==> config.mk <==
export PLATFORM = sky130hd
export DESIGN_NAME = svm_supply_monitor
export DESIGN_NICKNAME = d
export VERILOG_FILES = /design/src/rtl/svm_pkg.sv /design/src/rtl/svm_timebase.sv /design/src/rtl/svm_regs.sv /design/src/rtl/svm_fsm.sv /design/src/rtl/svm_supply_monitor.sv
export SDC_FILE = /design/constraint.sdc
export NUM_CORES = 1
export LEC_CHECK = 0
export BUFFER_PORTS_ARGS = -buffer_cell sky130_fd_sc_hd__buf_2
export CAP_MARGIN = 25
export CELL_PAD_IN_SITES_DETAIL_PLACEMENT = 0
export CELL_PAD_IN_SITES_GLOBAL_PLACEMENT = 2
export CORE_UTILIZATION = 28
export CTS_CLUSTER_DIAMETER = 60
export DETAILED_ROUTE_END_ITERATION = 8
export PLACE_DENSITY_LB_ADDON = 0.1
export REMOVE_ABC_BUFFERS = 1
export SYNTH_ARGS = -nofsm -noshare
export SYNTH_HDL_FRONTEND = slang
export SYNTH_HIERARCHICAL = 1
export SYNTH_SLANG_ARGS = --single-unit
==> constraint.sdc <==
create_clock -name clk -period 1.8 [get_ports clk]
set_clock_uncertainty 0.05 [all_clocks]
set_input_delay 0.27 -clock clk [delete_from_list [all_inputs] [get_ports clk]]
set_output_delay 0.27 -clock clk [all_outputs]
set_load 0.01 [all_outputs]
==> src/rtl/svm_pkg.sv <==
package svm_pkg;
    typedef enum logic [2:0] {
        ST_INIT,
        ST_IDLE,
        ST_SETTLE,
        ST_SAMPLE,
        ST_HOLD
    } svm_state_t;
endpackage

==> src/rtl/svm_timebase.sv <==
module svm_timebase #(
    parameter int CYC_PER_SEC = 32768,
    localparam int CW = $clog2(CYC_PER_SEC)
) (
    input  logic          clk,
    input  logic          rst_n,
    output logic [CW-1:0] phase_o,
    output logic          sec_end_o
);
    localparam logic [CW-1:0] LAST = CW'(CYC_PER_SEC - 1);

    always_ff @(posedge clk or negedge rst_n) begin
        if (!rst_n)            phase_o <= '0;
        else if (phase_o == LAST) phase_o <= '0;
        else                   phase_o <= phase_o + 1'b1;
    end

    assign sec_end_o = (phase_o == LAST);
endmodule

==> src/rtl/svm_regs.sv <==
module svm_regs #(
    parameter logic [3:0] REG_ADDR = 4'hF,
    parameter int FLAG_BIT = 6,
    parameter int SEL_BIT  = 5
) (
    input  logic       clk,
    input  logic       rst_n,
    input  logic       wr_en,
    input  logic [3:0] wr_addr,
    input  logic [7:0] wr_data,
    input  logic [3:0] rd_addr,
    output logic [7:0] rd_data,
    input  logic       set_i,
    output logic       flag_o,
    output logic       sel_o
);
    logic wr_hit;
    assign wr_hit = wr_en && (wr_addr == REG_ADDR);

    always_ff @(posedge clk or negedge rst_n) begin
        if (!rst_n)                          flag_o <= 1'b0;
        else if (set_i)                      flag_o <= 1'b1;
        else if (wr_hit && !wr_data[FLAG_BIT]) flag_o <= 1'b0;
    end

    always_ff @(posedge clk or negedge rst_n) begin
        if (!rst_n)      sel_o <= 1'b0;
        else if (wr_hit) sel_o <= wr_data[SEL_BIT];
    end

    always_comb begin
        rd_data = '0;
        if (rd_addr == REG_ADDR) begin
            rd_data[FLAG_BIT] = flag_o;
            rd_data[SEL_BIT]  = sel_o;
        end
    end

    AST_FLAG_NEEDS_DETECT: assert property (@(posedge clk) disable iff (!rst_n)
        $rose(flag_o) |-> $past(set_i));
    AST_SET_WINS: assert property (@(posedge clk) disable iff (!rst_n)
        set_i |=> flag_o);
endmodule

==> src/rtl/svm_fsm.sv <==
module svm_fsm
    import svm_pkg::*;
#(
    parameter int CYC_PER_SEC = 32768,
    parameter int WIN_CYC     = 256,
    parameter int SETTLE_CYC  = 2,
    parameter int INIT_SEC    = 1,
    localparam int CW = $clog2(CYC_PER_SEC),
    localparam int IW = $clog2(INIT_SEC + 1)
) (
    input  logic          clk,
    input  logic          rst_n,
    input  logic [CW-1:0] phase_i,
    input  logic          sec_end_i,
    input  logic          cmp_low_i,
    input  logic          flag_i,
    output logic          set_o,
    output logic          cmp_en_o
);
    localparam logic [CW-1:0] SETTLE_LAST = CW'(SETTLE_CYC - 1);
    localparam logic [CW-1:0] WIN_LAST    = CW'(WIN_CYC - 1);
    localparam logic [IW-1:0] INIT_LAST   = IW'(INIT_SEC - 1);

    svm_state_t st, st_nx;
    logic [IW-1:0] init_cnt;

    always_ff @(posedge clk or negedge rst_n) begin
        if (!rst_n) st <= ST_INIT;
        else        st <= st_nx;
    end

    always_ff @(posedge clk or negedge rst_n) begin
        if (!rst_n)                         init_cnt <= '0;
        else if (st == ST_INIT && sec_end_i) init_cnt <= init_cnt + 1'b1;
    end

    always_comb begin
        st_nx = st;
        unique case (st)
            ST_INIT:   if (sec_end_i && init_cnt == INIT_LAST) st_nx = ST_SETTLE;
            ST_IDLE:   if (sec_end_i && !flag_i)               st_nx = ST_SETTLE;
            ST_SETTLE: if (phase_i == SETTLE_LAST)             st_nx = ST_SAMPLE;
            ST_SAMPLE: begin
                if (cmp_low_i)                 st_nx = ST_HOLD;
                else if (phase_i == WIN_LAST)  st_nx = ST_IDLE;
            end
            ST_HOLD:   if (!flag_i)                            st_nx = ST_IDLE;
            default:                                           st_nx = ST_IDLE;
        endcase
    end

    always_comb begin
        cmp_en_o = 1'b0;
        set_o    = 1'b0;
        unique case (st)
            ST_SETTLE: cmp_en_o = 1'b1;
            ST_SAMPLE: begin
                cmp_en_o = 1'b1;
                set_o    = cmp_low_i;
            end
            default: ;
        endcase
    end

    AST_INIT_QUIET: assert property (@(posedge clk) disable iff (!rst_n)
        (st == ST_INIT) |-> !cmp_en_o);
    AST_EN_IN_WINDOW: assert property (@(posedge clk) disable iff (!rst_n)
        cmp_en_o |-> (phase_i <= WIN_LAST));
    AST_OPEN_AT_BOUNDARY: assert property (@(posedge clk) disable iff (!rst_n)
        $rose(cmp_en_o) |-> (phase_i == '0));
    AST_NO_SETTLE_DETECT: assert property (@(posedge clk) disable iff (!rst_n)
        set_o |-> (phase_i > SETTLE_LAST));
    AST_QUIET_WHEN_FLAGGED: assert property (@(posedge clk) disable iff (!rst_n)
        flag_i |-> !cmp_en_o);
endmodule

==> src/rtl/svm_supply_monitor.sv <==
module svm_supply_monitor #(
    parameter int CYC_PER_SEC = 32768,
    parameter int WIN_CYC     = 256,
    parameter int SETTLE_CYC  = 2,
    parameter int INIT_SEC    = 1,
    localparam int CW = $clog2(CYC_PER_SEC)
) (
    input  logic       clk,
    input  logic       rst_n,
    input  logic       wr_en,
    input  logic [3:0] wr_addr,
    input  logic [7:0] wr_data,
    input  logic [3:0] rd_addr,
    output logic [7:0] rd_data,
    input  logic       cmp_low_i,
    output logic       cmp_en_o,
    output logic       thr_sel_o,
    output logic       low_flag_o
);
    logic [CW-1:0] phase;
    logic          sec_end;
    logic          set_flag;

    svm_timebase #(.CYC_PER_SEC(CYC_PER_SEC)) u_tb (
        .clk(clk), .rst_n(rst_n), .phase_o(phase), .sec_end_o(sec_end)
    );

    svm_fsm #(
        .CYC_PER_SEC(CYC_PER_SEC), .WIN_CYC(WIN_CYC),
        .SETTLE_CYC(SETTLE_CYC),   .INIT_SEC(INIT_SEC)
    ) u_fsm (
        .clk(clk), .rst_n(rst_n), .phase_i(phase), .sec_end_i(sec_end),
        .cmp_low_i(cmp_low_i), .flag_i(low_flag_o), .set_o(set_flag),
        .cmp_en_o(cmp_en_o)
    );

    svm_regs u_regs (
        .clk(clk), .rst_n(rst_n), .wr_en(wr_en), .wr_addr(wr_addr),
        .wr_data(wr_data), .rd_addr(rd_addr), .rd_data(rd_data),
        .set_i(set_flag), .flag_o(low_flag_o), .sel_o(thr_sel_o)
    );

    AST_CLEAR_BY_WRITE: assert property (@(posedge clk) disable iff (!rst_n)
        $fell(low_flag_o) |-> $past(wr_en && wr_addr == 4'hF && !wr_data[6]));
    AST_OUTSIDE_IGNORED: assert property (@(posedge clk) disable iff (!rst_n)
        (!cmp_en_o && !low_flag_o) |=> !low_flag_o);
endmodule

==> qor.txt <==
DIE WIDTH - 66.3 um
IO Pins - 31
CP Capture Type - register
Final Power - 0.875 mW
Slew Viols, Final - 0
Routability Congestion - 0.707
Overall global routing resource usage - 0.124
Status - complete, no violations
Largest net degree at the start of global routing - 22
Unrepaired setup endpoints after global routing - no
Clk pwr share - 0.350
Tmin final - 1690 ps
Initial Utilization - 0.291
Switch share - 0.232
Vias/cell - 4.47
Sequential fraction of design power - 0.564
Share of cells above drive strength 1 - 0.354
Critical Path AT - 1810 ps
GR Layer Usage met1 - 0.158
CTS Buf Count - 3
Global-route wire length before repair - 4060 um
P_int - 0.673 mW
Cell variety after synth - 36
DRT iter0 DRCs - 51
VDD IR-drop max - 0.173 mV
Routed wire length - 2350 um
Hold WS - 188 ps
Critical path fanouts, max - 3
Netlist Area Pre-Place - 1160 um2
Synth area leaders - dfrtp_1 (45%), xor2_1 (6.8%), buf_4 (4.5%), nor2_1 (3.6%), and3_1 (3.2%)
P_sw - 0.203 mW
Logic pwr share - 0.086
Post-CTS Setup Inserts - 0
# port buffers - 18
Sequential share of the synthesized area - 0.454
Synth Warn # - 6
Cell at the slowest stage of the critical path - or4_4
Area share of the largest cell type after synthesis - 0.454
PD cells - 606 nW/um2
Leak pwr - 0.720 nW
WS Path Type - reg2reg
Largest area contributor in the netlist - dfrtp_1
Die H - 66.3 um
Fin crit share - 0.939
Fin cells - 194
Yosys reg bits - 21
DR vias - 868
# rows - 23
Final setup viols - 0
Global route hottest layer - met2
Core Region - 3970 um2
DP HPWL - 1790 um
Placed cells - 189
Syn_area_per_cell - 10.3 um2
Clock Latency Late Sink - 250 ps
First drt pass iteration count - 4
Met2 usage - 0.210
Nets@finish - 166
Area grow syn2layout - 24.9%
Gr ovfl total - 0
Initial antenna violation count - 0
Max-Cap Viols - 0
CTS tree - yes
Clk pin slew, worst setup/hold paths - 80 ps
Met3 Resource Use GR - 0.0207
TritonCTS Sinks - 21
Final Hold Fails - 0
CP startpoint kind - register
Final setup TNS - 0 ps
Post-Synthesis Cells - 112
CTS Root Cell - clkbuf_8
Final ANT Viol Nets - 0
Die area - 4390 um2
Antenna cells - 0
Htree depth - 1
Crit path cell chain - buf_4 -> or4_4 -> nor4_4 -> a311oi_1 -> a311oi_2
CP max stage delay - 540 ps
Clock Path Buffers - 2
WP data required - 1920 ps
Vias in the first global route - 894
Per-cell routed wire length - 12.1 um
# DRC - 0
Hold WC Path Type - in2reg
Max frequency - 592 MHz
==> final cells by class <==
cell class / count / area [um2]
multi-input cells: 83 / 601
flip-flops and latches: 21 / 527
fillers: 418 / 2530
clock buffers: 3 / 41.3
repair buffers: 31 / 190
clock inverters: 1 / 5.00
well taps: 50 / 62.6
inverters: 5 / 18.8
==> state kept, by name (all words and copies together) (netlist names) <==
signal / count
u_tb/phase_o: 15
u_fsm/st: 3
u_fsm/init_cnt: 1
u_regs/flag_o: 1
u_regs/sel_o: 1
==> layout by cell type, fill, tap and decap left out, types with 2 or more instances in the layout <==
cell	count
a21oi_1	2
and3_1	5
buf_2	18
buf_4	12
clkbuf_8	3
conb_1	6
dfrtp_1	20
inv_1	5
nand2_1	9
nand2b_1	3
nand3_1	4
nand3_2	2
nand4_1	4
nor2_1	11
nor3_1	2
nor4_4	2
xnor2_1	4
xor2_1	9
==> timing repair <==
| item | 4_1_cts | 5_1_grt |
|---|---|---|
| resized for setup | 0 | 6 |
| hold buffers | 1 | 0 |
| endpoints found under the setup margin | 0 | 3 |
| endpoints found under the hold margin | 21 | 0 |
==> power groups by stage <==
stage / Clock (mW) / Sequential (mW) / Combinational, mW
finish: 0.306 / 0.494 / 0.0755
global route: 0.342 / 0.498 / 0.0863
CTS: 0.323 / 0.494 / 0.0762
detailed placement: 0 / 0.504 / 0.0742
global placement: 0 / 0.503 / 0.0744
floorplan: 0 / 0.505 / 0.0318
==> kinds of logic after synthesis <==
kind of cell	synth area share
AO/OA/AOI/OAI	0.0670
XOR/XNOR	0.0984
adder cells (fa/ha/maj)	0.0108
buffers and inverters	0.0659
flip-flops	0.454
multiplexers	0.0130
other	0.00324
AND/OR/NAND/NOR	0.288
==> critical path, delay by kind of cell (launching register included) <==
family | cells | cell delay [ps]
AO/OA/AOI/OAI | 2 | 330
buffers and inverters | 1 | 140
flip-flops | 1 | 390
AND/OR/NAND/NOR | 2 | 680
==> per-stage QoR <==
stage	setup WS (ps)	util	cell area (um2)
final	110	0.364	1450
after global routing	11.8	0.364	1450
after CTS	52.6	0.357	1420
after detailed placement	75.0	0.343	1360
after global placement	101	0.343	1360
after floorplan	7.80	-	1120
==> per-layer routing <==
metal / part of all wire / vias up
met5: 0 / -
met4: 0.0081 / 0
met3: 0.028 / 2
met2: 0.49 / 14
met1: 0.48 / 410
li1: - / 442
==> Yosys cell counts <==
cell,count
dfrtp_1,21
nor2_1,11
nand2_1,9
xor2_1,9
buf_4,7
and3_1,6
inv_1,5
nand3_1,4
nand4_1,4
xnor2_1,4
nand2b_1,3
nor3_1,3
a21oi_1,2
nand3_2,2
a311o_1,1
a311oi_1,1
a311oi_2,1
a41o_1,1
and2_1,1
and3_2,1
and4_1,1
and4_2,1
buf_2,1
conb_1,1
ha_1,1
mux2_4,1
nor2b_1,1
nor3_4,1
nor4_2,1
nor4_4,1
nor4b_2,1
o21ai_0,1
o22a_2,1
o32ai_1,1
or2_2,1
or4_4,1
==> path summary, 6_finish.rpt <==
kind	start	cells past startpoint	endpoint	slack (ps)
hold / removal	cmp_low_i	2	u_fsm/st[1]$_DFFE_PN0P_	190
max in group asynchronous	rst_n	2	u_tb/phase_o[7]$_DFF_PN0_	900
setup / recovery	u_tb/phase_o[1]$_DFF_PN0_	5	u_fsm/st[0]$_DFFE_PN0P_	110
setup reg to reg	u_tb/phase_o[1]$_DFF_PN0_	5	u_fsm/st[0]$_DFFE_PN0P_	110
min in group asynchronous	rst_n	2	u_regs/sel_o$_DFFE_PN0P_	450
hold reg to reg	u_fsm/init_cnt$_DFFE_PN0P_	1	u_fsm/init_cnt$_DFFE_PN0P_	420
Power figures use the tool's default switching activity.
